==> config.mk <==
export PLATFORM = sky130hd
export DESIGN_NAME = pkt_fix_shim
export DESIGN_NICKNAME = d
export VERILOG_FILES = /design/src/rtl/pkt_fix_pkg.sv /design/src/rtl/pkt_fix_ctrl.sv /design/src/rtl/pkt_fix_datapath.sv /design/src/rtl/pkt_fix_shim.sv
export SDC_FILE = /design/constraint.sdc
export NUM_CORES = 1
export LEC_CHECK = 0
export CORE_MARGIN = 2
export CORE_UTILIZATION = 55
export CTS_BUF_LIST = sky130_fd_sc_hd__clkbuf_4
export CTS_CLUSTER_SIZE = 40
export DETAILED_ROUTE_END_ITERATION = 8
export DONT_BUFFER_PORTS = 1
export PLACE_DENSITY_LB_ADDON = 0.05
export RECOVER_POWER = 100
export SYNTH_ARGS = -nofsm -noshare
export SYNTH_HDL_FRONTEND = slang
export SYNTH_HIERARCHICAL = 1
export SYNTH_SLANG_ARGS = --single-unit
==> constraint.sdc <==
create_clock -name clk -period 1.31 [get_ports clk]
set_input_delay 0.262 -clock clk [delete_from_list [all_inputs] [get_ports clk]]
set_output_delay 0.262 -clock clk [all_outputs]
set_load 0.005 [all_outputs]
==> src/rtl/pkt_fix_pkg.sv <==
package pkt_fix_pkg;

  typedef enum logic {
    ST_HDR  = 1'b0,
    ST_DATA = 1'b1
  } beatState_t;

  // Strobes from control to datapath
  typedef struct packed {
    logic load;       // beat accepted this cycle
    logic drain;      // downstream took the held beat
    logic isHeader;   // the beat at the input is a header
    logic fixAddr;    // invert the word-select address bit
    logic swapBytes;  // reverse bytes across the word
  } fixStrobes_t;

endpackage

==> src/rtl/pkt_fix_ctrl.sv <==
module pkt_fix_ctrl
  import pkt_fix_pkg::*;
#(
  parameter int SIZE_W    = 4,
  parameter int WORD_CODE = 3
) (
  input  logic              clk,
  input  logic              rstN,
  input  logic              bypassIn,
  input  logic              inValid,
  input  logic              inLast,
  input  logic [SIZE_W-1:0] sizeField,
  input  logic              outValidQ,
  input  logic              outReady,
  output logic              inReady,
  output fixStrobes_t       strobes
);

  localparam logic [SIZE_W-1:0] WORD_VAL = SIZE_W'(WORD_CODE);

  beatState_t state;
  logic       bypassHeld;
  logic       effBypass;
  logic       isHeader;
  logic       accept;

  assign inReady   = !outValidQ || outReady;
  assign accept    = inValid && inReady;
  assign isHeader  = (state == ST_HDR);
  assign effBypass = isHeader ? bypassIn : bypassHeld;

  always_comb begin
    strobes.load      = accept;
    strobes.drain     = outReady;
    strobes.isHeader  = isHeader;
    strobes.fixAddr   = isHeader && !effBypass && (sizeField == WORD_VAL);
    strobes.swapBytes = !isHeader && !effBypass;
  end

  always_ff @(posedge clk) begin
    if (!rstN) begin
      state      <= ST_HDR;
      bypassHeld <= 1'b0;
    end else if (accept) begin
      if (isHeader) bypassHeld <= bypassIn;
      state <= inLast ? ST_HDR : ST_DATA;
    end
  end


  last_to_header_chk: assert property (@(posedge clk) disable iff (!rstN)
    (accept && inLast) |=> (state == ST_HDR));


  bypass_hold_chk: assert property (@(posedge clk) disable iff (!rstN)
    (accept && !isHeader) |=> (bypassHeld == $past(bypassHeld)));


  reset_header_chk: assert property (@(posedge clk)
    !rstN |=> (state == ST_HDR));

endmodule

==> src/rtl/pkt_fix_datapath.sv <==
module pkt_fix_datapath
  import pkt_fix_pkg::*;
#(
  parameter int DATA_W   = 64,
  parameter int ADDR_W   = 34,
  parameter int FLIP_BIT = 2
) (
  input  logic              clk,
  input  logic              rstN,
  input  logic [DATA_W-1:0] inData,
  input  logic              inLast,
  input  fixStrobes_t       strobes,
  output logic [DATA_W-1:0] outData,
  output logic              outLast,
  output logic              outValid
);

  localparam int NBYTES = DATA_W / 8;
  localparam logic [DATA_W-1:0] FLIP_MASK = {{(DATA_W-1){1'b0}}, 1'b1} << FLIP_BIT;

  logic [DATA_W-1:0] swapped;
  logic [DATA_W-1:0] nextData;

  for (genvar i = 0; i < NBYTES; i++) begin : g_rev
    assign swapped[8*i +: 8] = inData[8*(NBYTES-1-i) +: 8];
  end

  always_comb begin
    if (strobes.swapBytes)     nextData = swapped;
    else if (strobes.fixAddr)  nextData = inData ^ FLIP_MASK;
    else                       nextData = inData;
  end

  always_ff @(posedge clk) begin
    if (!rstN) begin
      outValid <= 1'b0;
      outLast  <= 1'b0;
      outData  <= '0;
    end else if (strobes.load) begin
      outValid <= 1'b1;
      outLast  <= inLast;
      outData  <= nextData;
    end else if (strobes.drain) begin
      outValid <= 1'b0;
    end
  end


  hold_stable_chk: assert property (@(posedge clk) disable iff (!rstN)
    (outValid && !strobes.drain) |=>
      (outValid && $stable(outData) && $stable(outLast)));


  addr_flip_chk: assert property (@(posedge clk) disable iff (!rstN)
    (strobes.load && strobes.fixAddr) |=> (outData[FLIP_BIT] != $past(inData[FLIP_BIT])));


  addr_upper_chk: assert property (@(posedge clk) disable iff (!rstN)
    (strobes.load && strobes.isHeader) |=>
      (outData[DATA_W-1:FLIP_BIT+1] == $past(inData[DATA_W-1:FLIP_BIT+1]) &&
       outData[FLIP_BIT-1:0] == $past(inData[FLIP_BIT-1:0]) &&
       outData[ADDR_W-1:ADDR_W-2] == $past(inData[ADDR_W-1:ADDR_W-2])));


  byte_rev_chk: assert property (@(posedge clk) disable iff (!rstN)
    (strobes.load && strobes.swapBytes) |=>
      (outData[7:0] == $past(inData[DATA_W-1:DATA_W-8]) &&
       outData[DATA_W-1:DATA_W-8] == $past(inData[7:0])));


  reset_valid_chk: assert property (@(posedge clk)
    !rstN |=> !outValid);

endmodule

==> src/rtl/pkt_fix_shim.sv <==
module pkt_fix_shim
  import pkt_fix_pkg::*;
#(
  parameter int DATA_W    = 64,
  parameter int ADDR_W    = 34,
  parameter int FLIP_BIT  = 2,
  parameter int SIZE_LSB  = 48,
  parameter int SIZE_W    = 4,
  parameter int WORD_CODE = 3
) (
  input  logic              clk,
  input  logic              rstN,
  input  logic              bypassIn,
  input  logic [DATA_W-1:0] inData,
  input  logic              inValid,
  input  logic              inLast,
  output logic              inReady,
  output logic [DATA_W-1:0] outData,
  output logic              outValid,
  output logic              outLast,
  input  logic              outReady
);

  fixStrobes_t strobes;

  pkt_fix_ctrl #(
    .SIZE_W    (SIZE_W),
    .WORD_CODE (WORD_CODE)
  ) u_ctrl (
    .clk       (clk),
    .rstN      (rstN),
    .bypassIn  (bypassIn),
    .inValid   (inValid),
    .inLast    (inLast),
    .sizeField (inData[SIZE_LSB +: SIZE_W]),
    .outValidQ (outValid),
    .outReady  (outReady),
    .inReady   (inReady),
    .strobes   (strobes)
  );

  pkt_fix_datapath #(
    .DATA_W   (DATA_W),
    .ADDR_W   (ADDR_W),
    .FLIP_BIT (FLIP_BIT)
  ) u_dp (
    .clk      (clk),
    .rstN     (rstN),
    .inData   (inData),
    .inLast   (inLast),
    .strobes  (strobes),
    .outData  (outData),
    .outLast  (outLast),
    .outValid (outValid)
  );

endmodule

After elaboration in Yosys (flattened, before gate mapping) --
Index checks and enable logic that the tools add are counted.
Word-level totals: register bits 68, input bits 70, output and inout bits 67, logic and storage cells 22
Operators by class: equal/unequal tests 1, multiplexer cells 6, bitwise gates (word level) 2, reduce and logical (&&, ||, !) cells 8
Operators with widths (count):
- $mux W64 | 1
- $eq A4 B2 Y1 const B | 1
- $logic_and A1 B1 Y1 | 4
- $mux W1 | 4
- $mux W3 | 1
- $logic_not A1 Y1 | 2
- $not A1 Y1 | 2
- $reduce_bool A2 Y1 | 1
- $logic_or A1 B1 Y1 | 1

Longest topological paths before layout --
depth after elaboration 6, mapped depth 7, depth with buffers taken out 5

Modules after synthesis --
The synthesis kept the hierarchy.
By module, submodules not included:
- pkt_fix_datapath | times used 1, cells an instance 292, area each 2871.5 µm², seq. area each 1321.3 µm²
- pkt_fix_ctrl | times used 1, cells an instance 18, area each 143.9 µm², seq. area each 40.0 µm²

Least setup slack after synthesis --
OpenSTA, ideal clock, no wires.
kind reg2reg, start register u_dp.outValid, end register u_dp.outData[45], library setup time 0.122 ns, arrival 1.227 ns, required time 1.188 ns, path slack -0.039 ns, cell stages (with the launch flop) 8, buffers on the path 3, clock period less this slack 1.349 ns, cell sequence dfxtp_1 nand2b_4 and2_4 buf_4 buf_4 buf_2 o21ai_0 a21oi_1
On the way: word-level cells in the longest chain between the ends 3
Ends and longest elaborated chain:
- start, declared | line pkt_fix_datapath.sv:15 | output logic outValid
- start signal, assigned | line pkt_fix_datapath.sv:36 | outValid <= 1'b0;
- start signal, assigned | line pkt_fix_datapath.sv:40 | outValid <= 1'b1;
- start signal, assigned | line pkt_fix_datapath.sv:44 | outValid <= 1'b0;
- $logic_not A1 Y1 | line pkt_fix_ctrl.sv:27 | assign inReady = !outValidQ || outReady;
- $logic_or A1 B1 Y1 | line pkt_fix_ctrl.sv:27
- net inReady | line pkt_fix_shim.sv:17 | output logic inReady,
- $logic_and A1 B1 Y1 | line pkt_fix_ctrl.sv:28 | assign accept = inValid && inReady;
- net u_ctrl.accept | line pkt_fix_ctrl.sv:25 | logic accept;
- end signal, assigned | line pkt_fix_datapath.sv:42 | outData <= nextData;
- end, declared | line pkt_fix_datapath.sv:13 | output logic [DATA_W-1:0] outData,
The timed path passes the listed nets, and every way through them passes these cells. A chain may end at the register's enable or synchronous reset.

==> flow_summary.html <==
<table>
<tr><th>Metric</th><th>Value</th></tr>
<tr><th colspan="2">Status</th></tr>
<tr><td>Status</td><td>finished clean</td></tr>
<tr><th colspan="2">Timing</th></tr>
<tr><td>Achievable Freq</td><td>0.796 GHz</td></tr>
<tr><td>Max-slew violations</td><td>0</td></tr>
<tr><td>RSZ-0062 raised after global routing</td><td>yes</td></tr>
<tr><td>Setup TNS</td><td>0 ns</td></tr>
<tr><td>Clock Skews</td><td>0.00845 ns</td></tr>
<tr><td>Final hold violations</td><td>0</td></tr>
<tr><td>Endpoints failing setup</td><td>0</td></tr>
<tr><td>Period utilization</td><td>96.0%</td></tr>
<tr><td>Worst slew margin relative to its limit</td><td>82.0%</td></tr>
<tr><td>Worst Max-Slew Pin Slew</td><td>0.267 ns</td></tr>
<tr><td>Minimum clock period after layout</td><td>1.26 ns</td></tr>
<tr><th colspan="2">Critical path</th></tr>
<tr><td>Number of cell instances on the worst register-to-register path</td><td>6</td></tr>
<tr><td>Worst setup path class</td><td>register to register</td></tr>
<tr><td>Crit path arrival time</td><td>1.54 ns</td></tr>
<tr><td>Peak fanout along the critical path</td><td>12</td></tr>
<tr><td>Critical Path Source</td><td>u_ctrl/state$_SDFFE_PN0P_</td></tr>
<tr><td>Crit path buf inv count</td><td>3</td></tr>
<tr><td>WP depth</td><td>6</td></tr>
<tr><td>Sequence of cells on the critical path</td><td>inv_1 &gt; nor2_4 &gt; buf_12 &gt; buf_6 &gt; mux2i_1 &gt; a21oi_1</td></tr>
<tr><td>Top delay family on crit path</td><td>buffers and inverters</td></tr>
<tr><td>Worst setup SP type</td><td>register</td></tr>
<tr><td>Req. time, crit path</td><td>1.59 ns</td></tr>
<tr><td>Cell with the biggest individual delay on the critical path</td><td>dfxtp_1</td></tr>
<tr><td>CP endpoint kind</td><td>register</td></tr>
<tr><td>Slowest Stage Delay on Critical Path</td><td>0.34 ns</td></tr>
<tr><td>Worst reg2reg startpoint</td><td>u_ctrl/state$_SDFFE_PN0P_</td></tr>
<tr><th colspan="2">Min path</th></tr>
<tr><td>Worst Hold Class</td><td>primary input to register</td></tr>
<tr><td>Min-Delay Path Depth</td><td>2</td></tr>
<tr><td>Beginning of the worst hold path</td><td>inLast</td></tr>
<tr><th colspan="2">Drt</th></tr>
<tr><td>DRT iter0 DRCs</td><td>88</td></tr>
<tr><td>Drt first pass iters</td><td>5</td></tr>
<tr><td>Count of nets left with antenna violations after detail routing</td><td>0</td></tr>
<tr><td>Via/cell ratio</td><td>5.89</td></tr>
<tr><td>DRC Markers</td><td>0</td></tr>
<tr><td>Avg WL per Cell</td><td>17.3 um</td></tr>
<tr><td>Number of vias after detailed routing</td><td>2275</td></tr>
<tr><td>Total wire length</td><td>6690 um</td></tr>
<tr><th colspan="2">Clock network</th></tr>
<tr><td>Number of buffers on the longest clock path</td><td>2</td></tr>
<tr><td>Clock latency at the later pin of the worst-skew pair</td><td>0.39 ns</td></tr>
<tr><td>Clk pin slew, worst setup/hold paths</td><td>0.11 ns</td></tr>
<tr><td>Number of sinks on the clock net</td><td>68</td></tr>
<tr><td>CTS H-Tree Depth</td><td>3</td></tr>
<tr><td>Clock tree from TritonCTS</td><td>yes</td></tr>
<tr><td>Cell at the root of the clock tree</td><td>clkbuf_4</td></tr>
<tr><td>Total CTS buffers</td><td>9</td></tr>
<tr><th colspan="2">Logic synthesis</th></tr>
<tr><td>Number of warnings issued by yosys</td><td>6</td></tr>
<tr><td>Syn nets</td><td>379</td></tr>
<tr><td>Mapped Cells</td><td>309</td></tr>
<tr><td>Total standard cell area after synthesis</td><td>3010 um^2</td></tr>
<tr><td>Average cell area after synthesis</td><td>9.73 um^2</td></tr>
<tr><th colspan="2">Floorplanning</th></tr>
<tr><td>Die X-Extent</td><td>78.0 um</td></tr>
<tr><td>Boundary Pins</td><td>137</td></tr>
<tr><td>Total number of placement rows</td><td>26</td></tr>
<tr><td>Initial core utilization</td><td>57.8%</td></tr>
<tr><td>Die Ht</td><td>78.0 um</td></tr>
<tr><td>Placeable core region</td><td>5200 um^2</td></tr>
<tr><td>DIE AREA</td><td>6080 um^2</td></tr>
<tr><th colspan="2">Placement</th></tr>
<tr><td>Placed wire-length estimate after detailed placement</td><td>4180 um</td></tr>
<tr><td>Number of I/O port buffers</td><td>0</td></tr>
<tr><td>Global placement routability congestion</td><td>0.713</td></tr>
<tr><th colspan="2">Run</th></tr>
<tr><td>Max-cap violations</td><td>0</td></tr>
<tr><th colspan="2">Global routing</th></tr>
<tr><td>Via count of the first global-routing pass</td><td>2074</td></tr>
<tr><td>Maximum number of pins on one net before global-route repair</td><td>67</td></tr>
<tr><td>Wire length of the first global-routing pass</td><td>9750 um</td></tr>
<tr><td>Initial antenna violation count</td><td>0</td></tr>
<tr><td>Final global-route overflow total</td><td>0</td></tr>
<tr><td>GRT Overall Usage</td><td>20.5%</td></tr>
<tr><th colspan="2">Cells and area</th></tr>
<tr><td>Number of diodes</td><td>0</td></tr>
<tr><td>Most common library cell in the layout ignoring fill and taps</td><td>dfxtp_1</td></tr>
<tr><td>Utilization of the core after routing</td><td>63.6%</td></tr>
<tr><td>Top library cells by usage in the layout, fill and taps aside</td><td>67 x dfxtp_1, 64 x mux2i_1, 63 x a21oi_1</td></tr>
<tr><td>Layout net count</td><td>381</td></tr>
<tr><td>Area grow syn2layout</td><td>10.0%</td></tr>
<tr><td>Fraction of layout instances using a drive strength above 1</td><td>11.4%</td></tr>
<tr><th colspan="2">Pwr</th></tr>
<tr><td>Static leakage power</td><td>1.23 nW</td></tr>
<tr><td>Power Total</td><td>4.33 mW</td></tr>
<tr><td>Power Dens Cells</td><td>1310 nW/um^2</td></tr>
<tr><td>Peak VDD IR</td><td>1.07 mV</td></tr>
</table>
[area by class of cell]
class                           instances  area [um^2]
Timing Repair Buffer                   21          308
Tap cell                               70         87.6
Inverter                                1         3.75
Clock buffer                           10         75.1
Multi-Input combinational cell        210         1420
Sequential cell                        68         1360
Fill cell                             452         1900
Clock inverter                          6         55.1
[worst paths after layout]
| check | to | slack (ns) |
|---|---|---|
| min | u_dp/outLast$_SDFFE_PN0P_ | 0.03 |
| max reg2reg | u_dp/outData[39]$_SDFFE_PN0P_ | 0.05 |
| max | u_dp/outData[39]$_SDFFE_PN0P_ | 0.05 |
| min reg2reg | u_dp/outData[56]$_SDFFE_PN0P_ | 0.53 |
[flip-flops by register name, summed over array words and instances, names as in the netlist]
name,count
u_dp/outLast,1
u_ctrl/state,1
u_dp/outValid,1
u_ctrl/bypassHeld,1
u_dp/outData,64
[per-layer routing]
| layer | part of all wire [%] | up-vias | global-route usage [%] | wire length [um] |
|---|---|---|---|---|
| met5 | 0 | - | 0 | 0 |
| met4 | 0.91 | 0 | 7.02 | 61 |
| met3 | 11 | 9 | 11.5 | 751 |
| met2 | 47 | 89 | 32.4 | 3170 |
| met1 | 40 | 1044 | 23.3 | 2710 |
| li1 | - | 1133 | - | - |
[through the flow]
stage	cells	hold slack, ns	area, um^2	setup WS, ns
final	386	0.0344	3310	0.0530
after global routing	386	0.00518	3310	-0.0225
after CTS	379	0.00355	3170	0.0241
after detailed placement	359	0.387	2990	0.0410
after global placement	359	0.385	2990	0.0775
after floorplan	309	0.395	3010	0.00419
[power by group]
group          switching, mW  internal [mW]
Clock                  0.703          0.585
Combinational          0.329          0.334
Sequential             0.134           2.25
[repair_timing]
action                     CTS  global route
setup endpoints to repair    0            61
gates resized for setup      0             7
hold endpoints to repair    67             1
hold buffers                 4             1
setup buffers                0             3
No activity file was read; power rests on OpenSTA's default activity.
